### src/rtl/txseg_pkg.sv
// Package: shared register selectors for the transmit frame segmenter.
// Assumes a 2-bit register address and an 8-bit register data path.
package txseg_pkg;
    localparam int unsigned REG_ADDR_W = 2;
    localparam int unsigned REG_DATA_W = 8;

    typedef enum logic [REG_ADDR_W-1:0] {
        SEL_LEN_LO = 2'd0,
        SEL_LEN_HI = 2'd1,
        SEL_CTRL   = 2'd2,
        SEL_SPARE  = 2'd3
    } reg_sel_e;
endpackage

### src/rtl/txseg_regs.sv
// Module: txseg_regs
// Holds the programmed frame length and the segmentation enable, and
// drives the read data mux. The length fields read back the remaining
// count supplied by the frame controller. Assumes 8 < LEN_W <= 16.
module txseg_regs
    import txseg_pkg::*;
#(
    parameter int unsigned LEN_W = 13
) (
    input  logic                  clk,
    input  logic                  rst_n,
    input  logic                  reg_we,
    input  logic [REG_ADDR_W-1:0] reg_addr,
    input  logic [REG_DATA_W-1:0] reg_wdata,
    input  logic [LEN_W-1:0]      rem_count,
    output logic [REG_DATA_W-1:0] reg_rdata,
    output logic [LEN_W-1:0]      cfg_len,
    output logic                  cfg_auto
);
    localparam int unsigned HI_W = LEN_W - REG_DATA_W;

    logic [REG_DATA_W-1:0] len_lo_q;
    logic [HI_W-1:0]       len_hi_q;
    logic                  auto_q;

    // Register writes: length halves and the enable bit.
    always_ff @(posedge clk) begin
        if (!rst_n) begin
            len_lo_q <= '0;
            len_hi_q <= '0;
            auto_q   <= 1'b0;
        end else if (reg_we) begin
            case (reg_sel_e'(reg_addr))
                SEL_LEN_LO: len_lo_q <= reg_wdata;
                SEL_LEN_HI: len_hi_q <= reg_wdata[HI_W-1:0];
                SEL_CTRL:   auto_q   <= reg_wdata[0];
                default:    ;
            endcase
        end
    end

    assign cfg_len  = {len_hi_q, len_lo_q};
    assign cfg_auto = auto_q;

    // Read mux: length fields show the remaining count, control shows the enable.
    always_comb begin
        reg_rdata = '0;
        case (reg_sel_e'(reg_addr))
            SEL_LEN_LO: reg_rdata = rem_count[REG_DATA_W-1:0];
            SEL_LEN_HI: reg_rdata = REG_DATA_W'(rem_count[LEN_W-1:REG_DATA_W]);
            SEL_CTRL:   reg_rdata = {{(REG_DATA_W-1){1'b0}}, auto_q};
            default:    reg_rdata = '0;
        endcase
    end

    // a high-half write lands in length bits 12:8 one cycle later.
    a_r2_hi_write: assert property (@(posedge clk) disable iff (!rst_n)
        reg_we && reg_addr == SEL_LEN_HI |=> cfg_len[LEN_W-1:REG_DATA_W] == $past(reg_wdata[HI_W-1:0]));

    // a control write sets the enable from write-data bit 0.
    a_r2_ctrl_write: assert property (@(posedge clk) disable iff (!rst_n)
        reg_we && reg_addr == SEL_CTRL |=> cfg_auto == $past(reg_wdata[0]));
endmodule

### src/rtl/txseg_frame_ctrl.sv
// Module: txseg_frame_ctrl
// Tracks the open frame and decides the start and end markers of the
// byte being offered. The length and the enable are captured when the
// first byte of a frame is accepted. Assumes beat is valid AND ready.
module txseg_frame_ctrl #(
    parameter int unsigned LEN_W = 13
) (
    input  logic             clk,
    input  logic             rst_n,
    input  logic             beat,
    input  logic             src_last,
    input  logic [LEN_W-1:0] cfg_len,
    input  logic             cfg_auto,
    output logic             frame_sof,
    output logic             frame_eof,
    output logic [LEN_W-1:0] rem_count
);
    logic             in_frame_q;
    logic             seg_q;
    logic [LEN_W-1:0] left_q;

    logic             start_seg;
    logic             cur_seg;
    logic [LEN_W-1:0] cur_left;

    // Marker decision for the offered byte, using captured or live settings.
    always_comb begin
        start_seg = cfg_auto && (cfg_len != '0);
        cur_seg   = in_frame_q ? seg_q  : start_seg;
        cur_left  = in_frame_q ? left_q : cfg_len;
        frame_sof = !in_frame_q;
        frame_eof = src_last || (cur_seg && cur_left == LEN_W'(1));
        rem_count = in_frame_q ? left_q : cfg_len;
    end

    // Frame state: open, captured mode and bytes left, advanced per accepted byte.
    always_ff @(posedge clk) begin
        if (!rst_n) begin
            in_frame_q <= 1'b0;
            seg_q      <= 1'b0;
            left_q     <= '0;
        end else if (beat) begin
            if (frame_eof) begin
                in_frame_q <= 1'b0;
                seg_q      <= 1'b0;
                left_q     <= '0;
            end else begin
                in_frame_q <= 1'b1;
                seg_q      <= cur_seg;
                left_q     <= cur_seg ? cur_left - LEN_W'(1) : '0;
            end
        end
    end

    // an accepted end byte closes the frame.
    a_r3_end_closes: assert property (@(posedge clk) disable iff (!rst_n)
        beat && frame_eof |=> !in_frame_q);

    // a segmented open frame always has bytes left.
    a_r3_left_nonzero: assert property (@(posedge clk) disable iff (!rst_n)
        in_frame_q && seg_q |-> left_q != '0);

    // each accepted middle byte of a segmented frame takes one off the count.
    a_r7_count_down: assert property (@(posedge clk) disable iff (!rst_n)
        beat && in_frame_q && seg_q && !frame_eof |=> left_q == $past(left_q) - LEN_W'(1));

    // an unsegmented open frame reads a zero count.
    a_r7_unseg_zero: assert property (@(posedge clk) disable iff (!rst_n)
        in_frame_q && !seg_q |-> left_q == '0);

    // a cycle without a transfer leaves the frame state alone.
    a_r9_stall_hold: assert property (@(posedge clk) disable iff (!rst_n)
        !beat |=> $stable(in_frame_q) && $stable(left_q) && $stable(seg_q));
endmodule

### src/rtl/tx_frame_segmenter.sv
// Module: tx_frame_segmenter
// Top of the transmit frame segmenter. Passes bytes straight from source
// to sink and tags them with frame markers, with no storage in the path.
// Assumes the downstream framer only samples markers on accepted bytes.
module tx_frame_segmenter
    import txseg_pkg::*;
#(
    parameter int unsigned DATA_W = 8,
    parameter int unsigned LEN_W  = 13
) (
    input  logic                  clk,
    input  logic                  rst_n,
    input  logic                  reg_we,
    input  logic [REG_ADDR_W-1:0] reg_addr,
    input  logic [REG_DATA_W-1:0] reg_wdata,
    output logic [REG_DATA_W-1:0] reg_rdata,
    input  logic                  s_valid,
    input  logic [DATA_W-1:0]     s_data,
    input  logic                  s_last,
    output logic                  s_ready,
    output logic                  m_valid,
    output logic [DATA_W-1:0]     m_data,
    output logic                  m_sof,
    output logic                  m_eof,
    input  logic                  m_ready
);
    logic [LEN_W-1:0] cfg_len;
    logic             cfg_auto;
    logic [LEN_W-1:0] rem_count;
    logic             beat;
    logic             frame_sof;
    logic             frame_eof;

    assign beat = s_valid && m_ready;

    txseg_regs #(.LEN_W(LEN_W)) u_regs (
        .clk       (clk),
        .rst_n     (rst_n),
        .reg_we    (reg_we),
        .reg_addr  (reg_addr),
        .reg_wdata (reg_wdata),
        .rem_count (rem_count),
        .reg_rdata (reg_rdata),
        .cfg_len   (cfg_len),
        .cfg_auto  (cfg_auto)
    );

    txseg_frame_ctrl #(.LEN_W(LEN_W)) u_ctrl (
        .clk       (clk),
        .rst_n     (rst_n),
        .beat      (beat),
        .src_last  (s_last),
        .cfg_len   (cfg_len),
        .cfg_auto  (cfg_auto),
        .frame_sof (frame_sof),
        .frame_eof (frame_eof),
        .rem_count (rem_count)
    );

    // Pass-through path: handshake and data flow straight across.
    always_comb begin
        m_valid = s_valid;
        s_ready = m_ready;
        m_data  = s_data;
        m_sof   = s_valid && frame_sof;
        m_eof   = s_valid && frame_eof;
    end

    // an accepted end-of-data byte always ends its frame.
    a_r4_last_ends: assert property (@(posedge clk) disable iff (!rst_n)
        beat && s_last |-> m_eof);

    // the byte after an accepted end byte starts a new frame.
    a_r3_next_starts: assert property (@(posedge clk) disable iff (!rst_n)
        beat && m_eof ##1 s_valid |-> m_sof);
endmodule

### config.mk
export PLATFORM = sky130hd
export DESIGN_NAME = tx_frame_segmenter
export DESIGN_NICKNAME = d
export VERILOG_FILES = /design/src/rtl/txseg_pkg.sv /design/src/rtl/txseg_regs.sv /design/src/rtl/txseg_frame_ctrl.sv /design/src/rtl/tx_frame_segmenter.sv
export SDC_FILE = /design/constraint.sdc
export NUM_CORES = 1
export LEC_CHECK = 0
export BUFFER_PORTS_ARGS = -buffer_cell sky130_fd_sc_hd__buf_4
export CORE_MARGIN = 5
export CORE_UTILIZATION = 54
export DETAILED_ROUTE_END_ITERATION = 16
export GPL_ROUTABILITY_DRIVEN = 1
export PLACE_DENSITY_LB_ADDON = 0.3
export SYNTH_ARGS = -nofsm -noshare
export SYNTH_HDL_FRONTEND = slang
export SYNTH_SLANG_ARGS = --single-unit
export TNS_END_PERCENT = 30
### constraint.sdc
create_clock -name clk -period 3.13 [get_ports clk]
set_clock_uncertainty 0.15 [all_clocks]
set_input_delay 0.626 -clock clk [delete_from_list [all_inputs] [get_ports clk]]
set_output_delay 0.626 -clock clk [all_outputs]
set_load 0.05 [all_outputs]
==> results list, run 1 <==
- Count of flip-flops with a built-in enable after synthesis: 0
- In this design, the stage delay of the slowest critical-path cell is 0.47 ns.
* GRT Overall Usage: 19.1%
* Number of distinct library cells after synthesis: 39
- The tightest min-delay check is of the reg2reg type.
* Clock net sink count: 29
* Clock root buffer master: sky130_fd_sc_hd__clkbuf_4
* Fraction of layout instances using a drive strength above 1: 26.3%
* Starting density of the core: 56.4%
* Synth-to-layout area growth: 14.0%
* Startpoint types: flip-flop
- Area of the placeable core: 0.00339 mm²
- IO buf count: 27
- In this design, the largest share of critical-path delay is due to simple AND/OR/NAND/NOR gates.
- For the pin with the worst max-slew slack, the measured transition is 0.476 ns.
- Final hold violation count: 0
- The clock passes through at most 2 buffers.
- After clock tree synthesis, the clock-pin slew on the worst setup and hold paths is 0.10 ns.
* Routed length on met2: 1980 µm
- Setup repair after global routing left no endpoint under its margin.
* Avg Inst Size Synth: 8.85 µm²
* Endpoint class of the critical path: output pin
* Period minus WS final: 3.01 ns
- In the final design database the tool counted 261 nets.
* Number of antenna violations at the first check in global routing: 0
- The number of global-route vias before repair was 1531.
- Dividing total power by cell area gives a power density of 421 mW/mm².
- Placed cell count: 274
- Number of buffer and inverter stages on the critical path: 1
* Detailed-route wire length: 4380 µm
* Global route total overflow: 0
- In this run the post-CTS setup repair buffer count came out at 0.
- Across the VDD grid, the largest voltage drop is 0.000215 V.
* Total count of max-transition violations in the final report: 0
- At the end of the flow the core is filled with cells to 64.3%.
- The first detailed-routing pass ran for 4 iterations.
- For this block, wires on met1 add up to 1990 µm.
- Setup violations remaining at the end of the flow were counted as 0.
* Leak Pwr: 0.804 nW
- Flip-flop cell with the highest count after synthesis: sky130_fd_sc_hd__dfxtp_1
- Setup tns final: 0 ns
- Slowest cell on crit path: sky130_fd_sc_hd__dfxtp_1
* Number of cells in the finished layout apart from fillers: 282
* Flop2flop setup slack: 0.66 ns
- Wire per inst: 15.5 µm
- FF/Latch Area: 581 µm²
- Y dimension of the die: 69.5 µm
* Highest clock rate: 333 MHz
- In the routed layout, each cell is associated on average with a via count of 5.50.
- For this run, design rule violations remaining after detail routing come to 0.
- Post-synth design cell area: 0.00191 mm²
- Of all nets on the critical path, the largest fanout is 5.
* Amount of wire on met3 after detailed routing: 314 µm
* Max-cap violations: 0
- Once detailed placement completed, the half-perimeter wirelength came to 3380 µm.
- Top metal layer carrying routed signals: met4
* DIE AREA: 0.00483 mm²
* Die width: 69.5 µm
- At the worst endpoint, the arrival time is 2.23 ns.
- The first global-routing pass estimated 7490 µm of wire.
- Final period utilization: 96.0%
* Total of warnings raised by yosys: 0
- Post-synthesis async set-or-reset flop share: 0%
- 44 I/O pins were placed.
- Once detail routing completed, the nets flagged for antenna violations numbered 0.
- Total power: 0.917 mW
- Critical path class: reg2out
* # H-tree levels: 2
- The worst pin sits at a relative slew slack of 67.3%.
- Routability-driven placement finished with a final weighted congestion of 0.867.
- Count of antenna diodes in the layout: 0
- Standard-cell row count: 21
* Sequential area share after synthesis: 30.4%
- Clock tree synthesis inserted a total of 5 buffers.
- Clock latency reported for the late side of the worst-skew pair: 0.34 ns
- Entering global routing, the biggest net connects 32 pins.
- Summing all multi-input logic gate instances after layout gives 0.00119 mm².
- Post-synthesis cell count: 216
- Ordered list of cells on the worst path: nor4b_2 > nand2_2 > a2111oi_4 > a21oi_1 > nor2b_1 > buf_4
- Fill cells in the final layout number 276.
- 1st-iter DRT viols: 138
- When the netlist entered floorplanning its net count stood at 242.
- Synthesis inferred 29 register bits.
* Via count: 1551
- TritonCTS built the clock tree.
- Run status: finished, final reports clean
- STA puts the critical path data required time at 2.35 ns.
==> cells by family (layout without fill, tap and decap cells) <==
family | count (synthesis) | after routing | share of synthesized area (%)
xor gates and xnor gates | 11 | 11 | 5.04
DFF | 29 | 29 | 30.4
buffers and inverters | 24 | 44 | 7.92
adders and majority gates | 2 | 2 | 1.31
muxes | 20 | 20 | 11.5
AOI/OAI and AO/OA | 38 | 38 | 16.8
and+or+nand+nor | 92 | 92 | 27.0
==> metal layers <==
layer,vias up,global-route usage (%)
met1,707,25.3
met2,54,28.0
li1,780,-
met4,0,9.98
met5,-,0
met3,10,5.51
==> layout by cell type (no fill, tap or decap), types with 5 or more instances in the layout <==
cell type / n
sky130_fd_sc_hd__buf_4: 33
sky130_fd_sc_hd__nand2_1: 27
sky130_fd_sc_hd__a21boi_0: 9
sky130_fd_sc_hd__xor2_1: 5
sky130_fd_sc_hd__mux2i_1: 17
sky130_fd_sc_hd__a22oi_2: 6
sky130_fd_sc_hd__xnor2_1: 6
sky130_fd_sc_hd__nand3_1: 6
sky130_fd_sc_hd__a22oi_1: 5
sky130_fd_sc_hd__a21oi_1: 6
sky130_fd_sc_hd__nor2_1: 13
sky130_fd_sc_hd__clkbuf_4: 5
sky130_fd_sc_hd__dfxtp_1: 29
sky130_fd_sc_hd__nor3_1: 8
sky130_fd_sc_hd__nor2b_1: 20
==> cell usage after synthesis, types with 6 or more instances <==
cell type                  number  area share, %
sky130_fd_sc_hd__nor2b_1       20            6.5
sky130_fd_sc_hd__a21oi_1        6            1.6
sky130_fd_sc_hd__a21boi_0       9            3.5
sky130_fd_sc_hd__buf_4         10            3.9
sky130_fd_sc_hd__nor3_1         9            2.4
sky130_fd_sc_hd__dfxtp_1       29             30
sky130_fd_sc_hd__nand2_1       27            5.3
sky130_fd_sc_hd__clkbuf_1       7            1.4
sky130_fd_sc_hd__xnor2_1        6            2.8
sky130_fd_sc_hd__nor2_1        13            2.6
sky130_fd_sc_hd__a22oi_2        6            3.9
sky130_fd_sc_hd__mux2i_1       17            8.9
sky130_fd_sc_hd__nand3_1        6            1.6
==> power by group <==
part | total (mW) | leakage (nW) | switching (mW) | internal [mW]
Combinational | 0.200 | 0.525 | 0.116 | 0.0848
Clock | 0.329 | 0.0445 | 0.139 | 0.190
Sequential | 0.388 | 0.235 | 0.0109 | 0.377
==> final cells by class <==
type | count | share of cell area [%]
inverter | 3 | 0.517
timing repair buffer | 33 | 11.4
clock buffer | 6 | 2.35
clock inverter | 2 | 1.72
multi-input combinational | 163 | 54.7
sequential | 29 | 26.7
tap | 46 | 2.64
==> worst min-delay path, cell delays in order (launching register included) <==
cell and delay [ns]:
sky130_fd_sc_hd__dfxtp_1 0.33, sky130_fd_sc_hd__nand2_1 0.05, sky130_fd_sc_hd__a21boi_0 0.07
==> state kept, by name, indices dropped and copies added (netlist names) <==
signal / count
u_ctrl.left_q: 13
u_regs.len_lo_q: 8
u_regs.len_hi_q: 5
u_ctrl.in_frame_q: 1
u_ctrl.seg_q: 1
u_regs.cfg_auto: 1
==> final timing paths <==
check	from	end	cells past startpoint
setup / recovery	u_ctrl.in_frame_q	m_eof	6
hold / removal	u_regs.len_lo_q[1]	u_regs.len_lo_q[1]	2
setup reg to reg	u_ctrl.in_frame_q	u_ctrl.left_q[12]	8
hold reg to reg	u_regs.len_lo_q[1]	u_regs.len_lo_q[1]	2
==> what timing repair did <==
item                                    CTS  global route
endpoints found under the hold margin     0             0
hold buffers                              0             0
endpoints found under the setup margin    0             1
gates resized for setup                   0             2
==> per-stage QoR <==
stage                     worst slack (ns)  area (µm²)  hold WS [ns]
final                                0.125        2180         0.339
after global placement               0.496        2080         0.319
after floorplan                     0.0309        1910         0.301
after CTS                            0.101        2160         0.345
after global routing               0.00525        2180         0.382
after detailed placement             0.490        2080         0.331
No activity file was read; power rests on OpenSTA's default activity.
==> inputs of run 2 (changes only) <==
SETUP_SLACK_MARGIN = 0.2   (was unset)
==> run 2 against run 1 <==
- critical path depth increased by 1
- largest cell class unchanged
- maximum frequency increased by 5.4%
- critical path type unchanged
- worst hold slack improved by 0.0057 ns
- sequential power about the same
- setup slack improved by 0.15 ns
- first-iteration DRC count decreased by 12%
- global-route usage increased by 0.40 points
- total power increased by 1.4%
==> results list, run 2 (synthesis gave the netlist of run 1 again) <==
* Worst Path Arrival: 2.08 ns
- Clock latency reported for the late side of the worst-skew pair: 0.33 ns
- Required time worst endpoint: 2.35 ns
- Amount of wire on met3 after detailed routing: 361 µm
- Fraction of layout instances using a drive strength above 1: 30.0%
- Number of global-route vias before repair: 1485
- Slowest cell on crit path: sky130_fd_sc_hd__a2111oi_4
- Switching component of the power: 0.267 mW
- Y dimension of the die: 69.5 µm
- Net switching is 28.8% of the power.
* Leak Pwr: 0.846 nW
- Per report_power, the clock group accounts for 35.2% of the total.
- Synth-to-layout area growth: 19.1%
* Power density of the placed cells: 409 mW/mm²
- Clock-pin slew was measured on the worst setup and hold paths at 0.09 ns.
- Commonest non-fill, non-tap cell in the layout: sky130_fd_sc_hd__buf_4
- Ranked by flip-flop count, first place goes to u_ctrl.left_q.
* Number of buffer and inverter stages on the critical path: 2
* Worst vdd rail ir drop: 0.000338 V
- Biggest registers after layout: u_ctrl.left_q: 13 flops, u_regs.len_lo_q: 8 flops, u_regs.len_hi_q: 5 flops
- Summed over all failing endpoints, the final setup total negative slack is 0 ns.
- Pin count of the biggest net entering global routing: 32
- Detailed-route wire length: 4490 µm
* Path type of the worst min-delay path: reg2reg
* Top metal layer carrying routed signals: met4
- In this run the remaining antenna-violating nets after routing total 0.
* DIE AREA: 0.00483 mm²
- At the end of the flow, the number of nets in the layout was 268.
- After detailed routing, the average wire length per cell comes to 15.5 µm.
- In the routed design, unresolved DRC markers number 0.
- Placed cell count: 275
- Walking the worst path, the cells encountered are buf_12 > nor4b_4 > nand2_2 > a2111oi_4 > a21oi_2 > nor2b_1 > buf_6.
- Final weighted congestion in routability-driven placement: 0.981
- Highest cell delay on the worst timing path: 0.42 ns
* Flop pwr share: 41.6%
- Final period utilization: 91.1%
* Period minus WS final: 2.85 ns
- Highest net fanout along the worst path: 7
* # H-tree levels: 2
- Highest clock rate: 351 MHz
- 0 antenna diodes ended up in the layout.
* Int Power: 0.662 mW
- In the layout the commonest cells are sky130_fd_sc_hd__buf_4 (37), sky130_fd_sc_hd__dfxtp_1 (28), sky130_fd_sc_hd__nand2_1 (26), sky130_fd_sc_hd__nor2b_1 (20), sky130_fd_sc_hd__mux2i_1 (17).
- The number of antenna violations at the first check in global routing came to 0.
- The first detailed-routing pass ran for 4 iterations.
* RSZ-0062 raised after global routing: true
* Standard-cell row count: 21
* Max-cap violations: 0
* Endpoint class of the critical path: output pin
- First-pass GRT wire length: 7400 µm
* Inserted Clock Buffers: 5
- Number of filler cells placed in the layout: 289
- Global route total overflow: 0
- FF/Latch Area: 584 µm²
* Ports placed on the boundary: 44
- Startpoint types: flip-flop
- Number of cells in the finished layout apart from fillers: 289
- No sink is reached through more buffers than the 2 on the longest clock path.
- TritonCTS built the clock tree.
- Combinational cells account for 23.2% of the total power.
- Max FFs per register: 13
- Detailed placement HPWL: 3300 µm
* Normalized max-slew margin: 62.0%
- The routed layout has 1613 vias.
- The critical path in this run is classified as reg2out.
* Number of endpoints failing setup at the final stage: 0
- Wire length on met1: 1950 µm
* Starting density of the core: 56.4%
- For this block, the initial DRC count from the detailed router was 122.
* Utilization of the core after routing: 67.1%
- Multi-input gate area in the final layout: 0.00121 mm²
- For this design, the CTS-stage hold fixing added 0 buffers.
- Clock root buffer master: sky130_fd_sc_hd__clkbuf_4
- At the pin with the least slew margin, the transition time is 0.570 ns.
* Routed length on met2: 2100 µm
- In this run the tool buffered the top-level ports with 27 buffer cells.
* Clock net sink count: 29
* GRT Overall Usage: 19.5%
- Total count of max-transition violations in the final report: 0
- Die width: 69.5 µm
- Crit path max-delay family: simple AND/OR/NAND/NOR gates
- Dividing the detail-routed via count by the number of cells gives 5.58.
- Final hold violation count: 0
* Area of the placeable core: 0.00339 mm²
- The run finished with clean final reports.
[run 2: per-stage QoR]
step	setup WS [ns]	area, µm²	hold slack (ns)	power [mW]
after detailed placement	0.385	2090	0.330	0.594
after global placement	0.473	2090	0.322	0.593
after CTS	0.228	2260	0.342	0.934
after global routing	0.152	2270	0.381	0.971
after floorplan	0.0804	1920	0.301	0.572
final	0.278	2270	0.345	0.930
[run 2: what timing repair did]
action | in CTS | in global routing
pin swaps | 2 | 3
gates resized for setup | 9 | 0
endpoints found under the setup margin | 4 | 1
setup buffers | 4 | 2
hold endpoints to repair | 0 | 0
[run 2: worst min-delay path, cell delays in order, from the launching register on]
cell	delay, ns
sky130_fd_sc_hd__dfxtp_1	0.34
sky130_fd_sc_hd__nand3_1	0.07
sky130_fd_sc_hd__o21ai_1	0.05
[run 2: area by class of cell]
class                      count  area share [%]
clock buffer                   6            2.26
clock inverter                 2            1.65
inverter                       3           0.495
multi-input combinational    163            53.3
sequential                    29            25.7
tap                           46            2.53
timing repair buffer          40            14.1
[run 2: power by group through the flow]
| stage | sequential [mW] | clock [mW] | combinational [mW] |
|---|---|---|---|
| 6_report | 0.387 | 0.327 | 0.215 |
| 5_1_grt | 0.388 | 0.349 | 0.233 |
| 4_1_cts | 0.387 | 0.334 | 0.213 |
| 3_5_place_dp | 0.396 | 0 | 0.198 |
| 3_3_place_gp | 0.396 | 0 | 0.196 |
| 2_1_floorplan | 0.392 | 0 | 0.180 |
[run 2: routing by layer]
metal / track usage, % / vias to the layer above
li1: - / 799
met1: 25.1 / 747
met2: 31.0 / 61
met3: 6.81 / 6
met4: 5.21 / 0
met5: 0 / -
[run 2: worst paths after layout]
kind                                   startpoint           endpoint  slack [ns]  depth (start not counted)
worst min register to register  u_ctrl.left_q[11]  u_ctrl.left_q[11]        0.35                          2
worst min-delay path            u_ctrl.left_q[11]  u_ctrl.left_q[11]        0.35                          2
worst max-delay path            u_ctrl.in_frame_q              m_eof        0.28                          7
worst max register to register  u_ctrl.in_frame_q  u_ctrl.left_q[12]        0.65                         10
==> inputs of run 3 (changes only) <==
==> constraint.sdc (replaced) <==
create_clock -name clk -period 3.13 [get_ports clk]
set_clock_uncertainty 0.15 [all_clocks]
set_input_delay 0.4695 -clock clk [delete_from_list [all_inputs] [get_ports clk]]
set_output_delay 0.4695 -clock clk [all_outputs]
set_load 0.05 [all_outputs]
==> run 3 against run 2 <==
- sequential cell count unchanged
- highest routed layer unchanged
- sequential share of layout area is 1.1 points higher
- critical path type unchanged
- cell count shrank 3.1%
- clock power about the same
- clock-buffer cell count stayed put
- utilization down 3.0 points
- wire length shrank 2.6%
- die area is the same
- maximum frequency is 2.8% higher
==> results list, run 3 (synthesis gave the netlist of run 1 again) <==
- Setup tns final: 0 ns
* Largest reg by FF count: u_ctrl.left_q
* Commonest non-fill, non-tap cell in the layout: sky130_fd_sc_hd__buf_4
* Leading cell types in the layout, fill and taps excluded: sky130_fd_sc_hd__buf_4 (30), sky130_fd_sc_hd__dfxtp_1 (28), sky130_fd_sc_hd__nand2_1 (27), sky130_fd_sc_hd__nor2b_1 (20), sky130_fd_sc_hd__mux2i_1 (17)
- RSZ-0062 raised after global routing: false
- Inserted Clock Buffers: 5
- Of the cells placed in the final design, the portion with a size suffix greater than 1 is 26.5%.
- Data on the critical path arrives at its endpoint at 2.15 ns.
* # H-tree levels: 2
- First-pass GRT wire length: 7140 µm
- The number of antenna violations at the first check in global routing was 0.
* Die width: 69.5 µm
- The routed design has 4370 µm of wire.
- Worst hold path cell count: 3
- For hold timing, the worst endpoint is u_regs.len_lo_q[7].
- Logic depth of the worst register-to-register path: 8
- 1st-iter DRT viols: 80
- Based on the critical path, the design can be clocked at up to 360 MHz.
- Path type of the worst min-delay path: in2reg
* Initial DRT Pass Iterations: 4
* Number of antenna-violating nets in the routed design: 0
- OpenSTA, run right after detailed placement, puts the worst setup slack at 0.530 ns.
* Highest net fanout along the worst path: 8
- The die is 69.5 µm tall.
* Synth-to-layout area growth: 13.8%
- The floorplan has 21 rows.
* Number of buffer and inverter stages on the critical path: 1
* Wire per inst: 15.6 µm
- GRT Overall Usage: 18.5%
* Starting density of the core: 56.4%
- For this run, design rule violations remaining after detail routing come to 0.
- In the final design database the tool counted 259 nets.
- The setup path with the least slack is of type reg2out.
- The count of final hold-check violations was 0.
- Detailed placement HPWL: 3330 µm
- Summing over every cut layer, the via total after detailed routing is 1558.
- The placed instances occupy a cell area of 0.00207 mm².
* Transition time of the tightest slew-check pin: 0.693 ns
- TritonCTS clock tree: yes
- Max-cap violations: 0
- IO buf count: 27
* Area of the placeable core: 0.00339 mm²
- On the worst path, the slowest cell contributes a delay of 0.45 ns.
- Crit path max-delay family: simple AND/OR/NAND/NOR gates
- Vias per cell: 5.56
- Flop2flop setup slack: 0.69 ns
* Worst vdd rail ir drop: 0.000259 V
- The flow ran to the end, and the final reports show no timing, DRC or antenna violations.
* Launching point of the worst reg2reg path: u_ctrl.in_frame_q
- Final weighted congestion in routability-driven placement: 0.944
* DIE AREA: 0.00483 mm²
- For the worst setup path, the data required time is 2.51 ns.
- Number of global-route vias before repair: 1469
* Post-route worst setup slack: 0.356 ns
- The later pin in the worst-skew pair is clocked with a latency of 0.34 ns.
* Slowest cell on crit path: sky130_fd_sc_hd__dfxtp_2
- The worst setup path is launched from a flip-flop.
- Endpoint class of the critical path: output pin
* Clock slew at the register clock pins of the worst setup and hold paths: 0.10 ns
- Counting every sink on the clock net gives 29.
- Ordered list of cells on the worst path: nor4b_2 > nand2_2 > a2111oi_4 > a21oi_1 > nor2b_1 > buf_4
- The finished cells cover 0.00217 mm².
- The number of antenna diodes in the final layout is 0.
* Ports placed on the boundary: 44
* Hold Path Origin: reg_wdata[7]
- Entering global routing, the biggest net connects 32 pins.
- Biggest registers after layout: u_ctrl.left_q: 13 flops, u_regs.len_lo_q: 8 flops, u_regs.len_hi_q: 5 flops
- Period minus WS final: 2.77 ns
- Total count of max-transition violations in the final report: 0
- Buffer levels on the longest clock path: 2
* Global route total overflow: 0
- Max FFs per register: 13
- Leak Pwr: 0.796 nW
- In this run the tightest slew margin relative to its limit is 53.7%.
- Worst r2r dst: u_ctrl.left_q[12]
* Power density of the placed cells: 421 mW/mm²
- Number of setup buffers added after CTS: 0
- Final period utilization: 88.6%
- The tree is rooted in a sky130_fd_sc_hd__clkbuf_4.
- Setup violations remaining at the end of the flow were counted as 0.
==> run 3: cell count changes in the layout (fill, tap and decap cells not counted) <==
cell	change
sky130_fd_sc_hd__buf_4	-7
sky130_fd_sc_hd__a21oi_1	+1
sky130_fd_sc_hd__a21oi_2	-1
sky130_fd_sc_hd__buf_12	-1
sky130_fd_sc_hd__buf_6	-1
sky130_fd_sc_hd__dfxtp_2	+1
sky130_fd_sc_hd__dfxtp_4	-1
sky130_fd_sc_hd__nand2_1	+1
sky130_fd_sc_hd__nand2_2	-1
sky130_fd_sc_hd__nor4b_2	+1
sky130_fd_sc_hd__nor4b_4	-1
==> run 3: tightest hold or removal path, cell delays in order <==
cell and delay [ns]:
sky130_fd_sc_hd__buf_4 0.11, sky130_fd_sc_hd__nand2_1 0.04, sky130_fd_sc_hd__a21boi_0 0.06
==> run 3: through the flow <==
step | hold WS (ns) | util [%] | std cells | power, mW
2_1_floorplan | 0.301 | - | 216 | 0.572
3_3_place_gp | 0.328 | 60.9 | 272 | 0.590
3_5_place_dp | 0.341 | 60.9 | 272 | 0.591
4_1_cts | 0.220 | 63.8 | 280 | 0.918
5_1_grt | 0.228 | 64.1 | 280 | 0.954
6_report | 0.226 | 64.1 | 280 | 0.915
==> run 3: metal layers <==
layer  GRT usage, %  part of all wire, %  vias up
li1               -                    -      783
met1           23.3                   45      718
met2           30.1                   47       50
met3           4.78                  6.6        7
met4           7.16                  1.5        0
met5              0                    0        -
==> run 3: area by class of cell <==
type	instances	area, µm²
timing repair buffer	31	236
inverter	3	11.3
clock buffer	6	51.3
tap	46	57.6
fill	312	1220
clock inverter	2	37.5
multi-input combinational	163	1200
sequential	29	582
==> run 3: power by group <==
group / internal, mW / total (mW) / leakage, nW / switching, mW
Sequential: 0.377 / 0.389 / 0.235 / 0.0119
Combinational: 0.0838 / 0.196 / 0.517 / 0.112
Clock: 0.190 / 0.330 / 0.0445 / 0.140
==> run 3: worst max path at each step <==
stage | from | endpoint | slack, ns | depth (start not counted)
after CTS | u_ctrl.in_frame_q | m_eof | 0.22 | 6
after detailed placement | u_ctrl.in_frame_q | m_eof | 0.53 | 7
final | u_ctrl.in_frame_q | m_eof | 0.36 | 6
after global routing | u_ctrl.in_frame_q | m_eof | 0.22 | 7
after floorplan | u_ctrl.in_frame_q | m_eof | 0.26 | 7
after global placement | u_ctrl.in_frame_q | m_eof | 0.57 | 7
==> run 3: timing repair <==
| item | in CTS | in global routing |
|---|---|---|
| gates cloned | 0 | 0 |
| resized for setup | 2 | 2 |
| setup endpoints to repair | 1 | 1 |
| hold buffers | 0 | 0 |
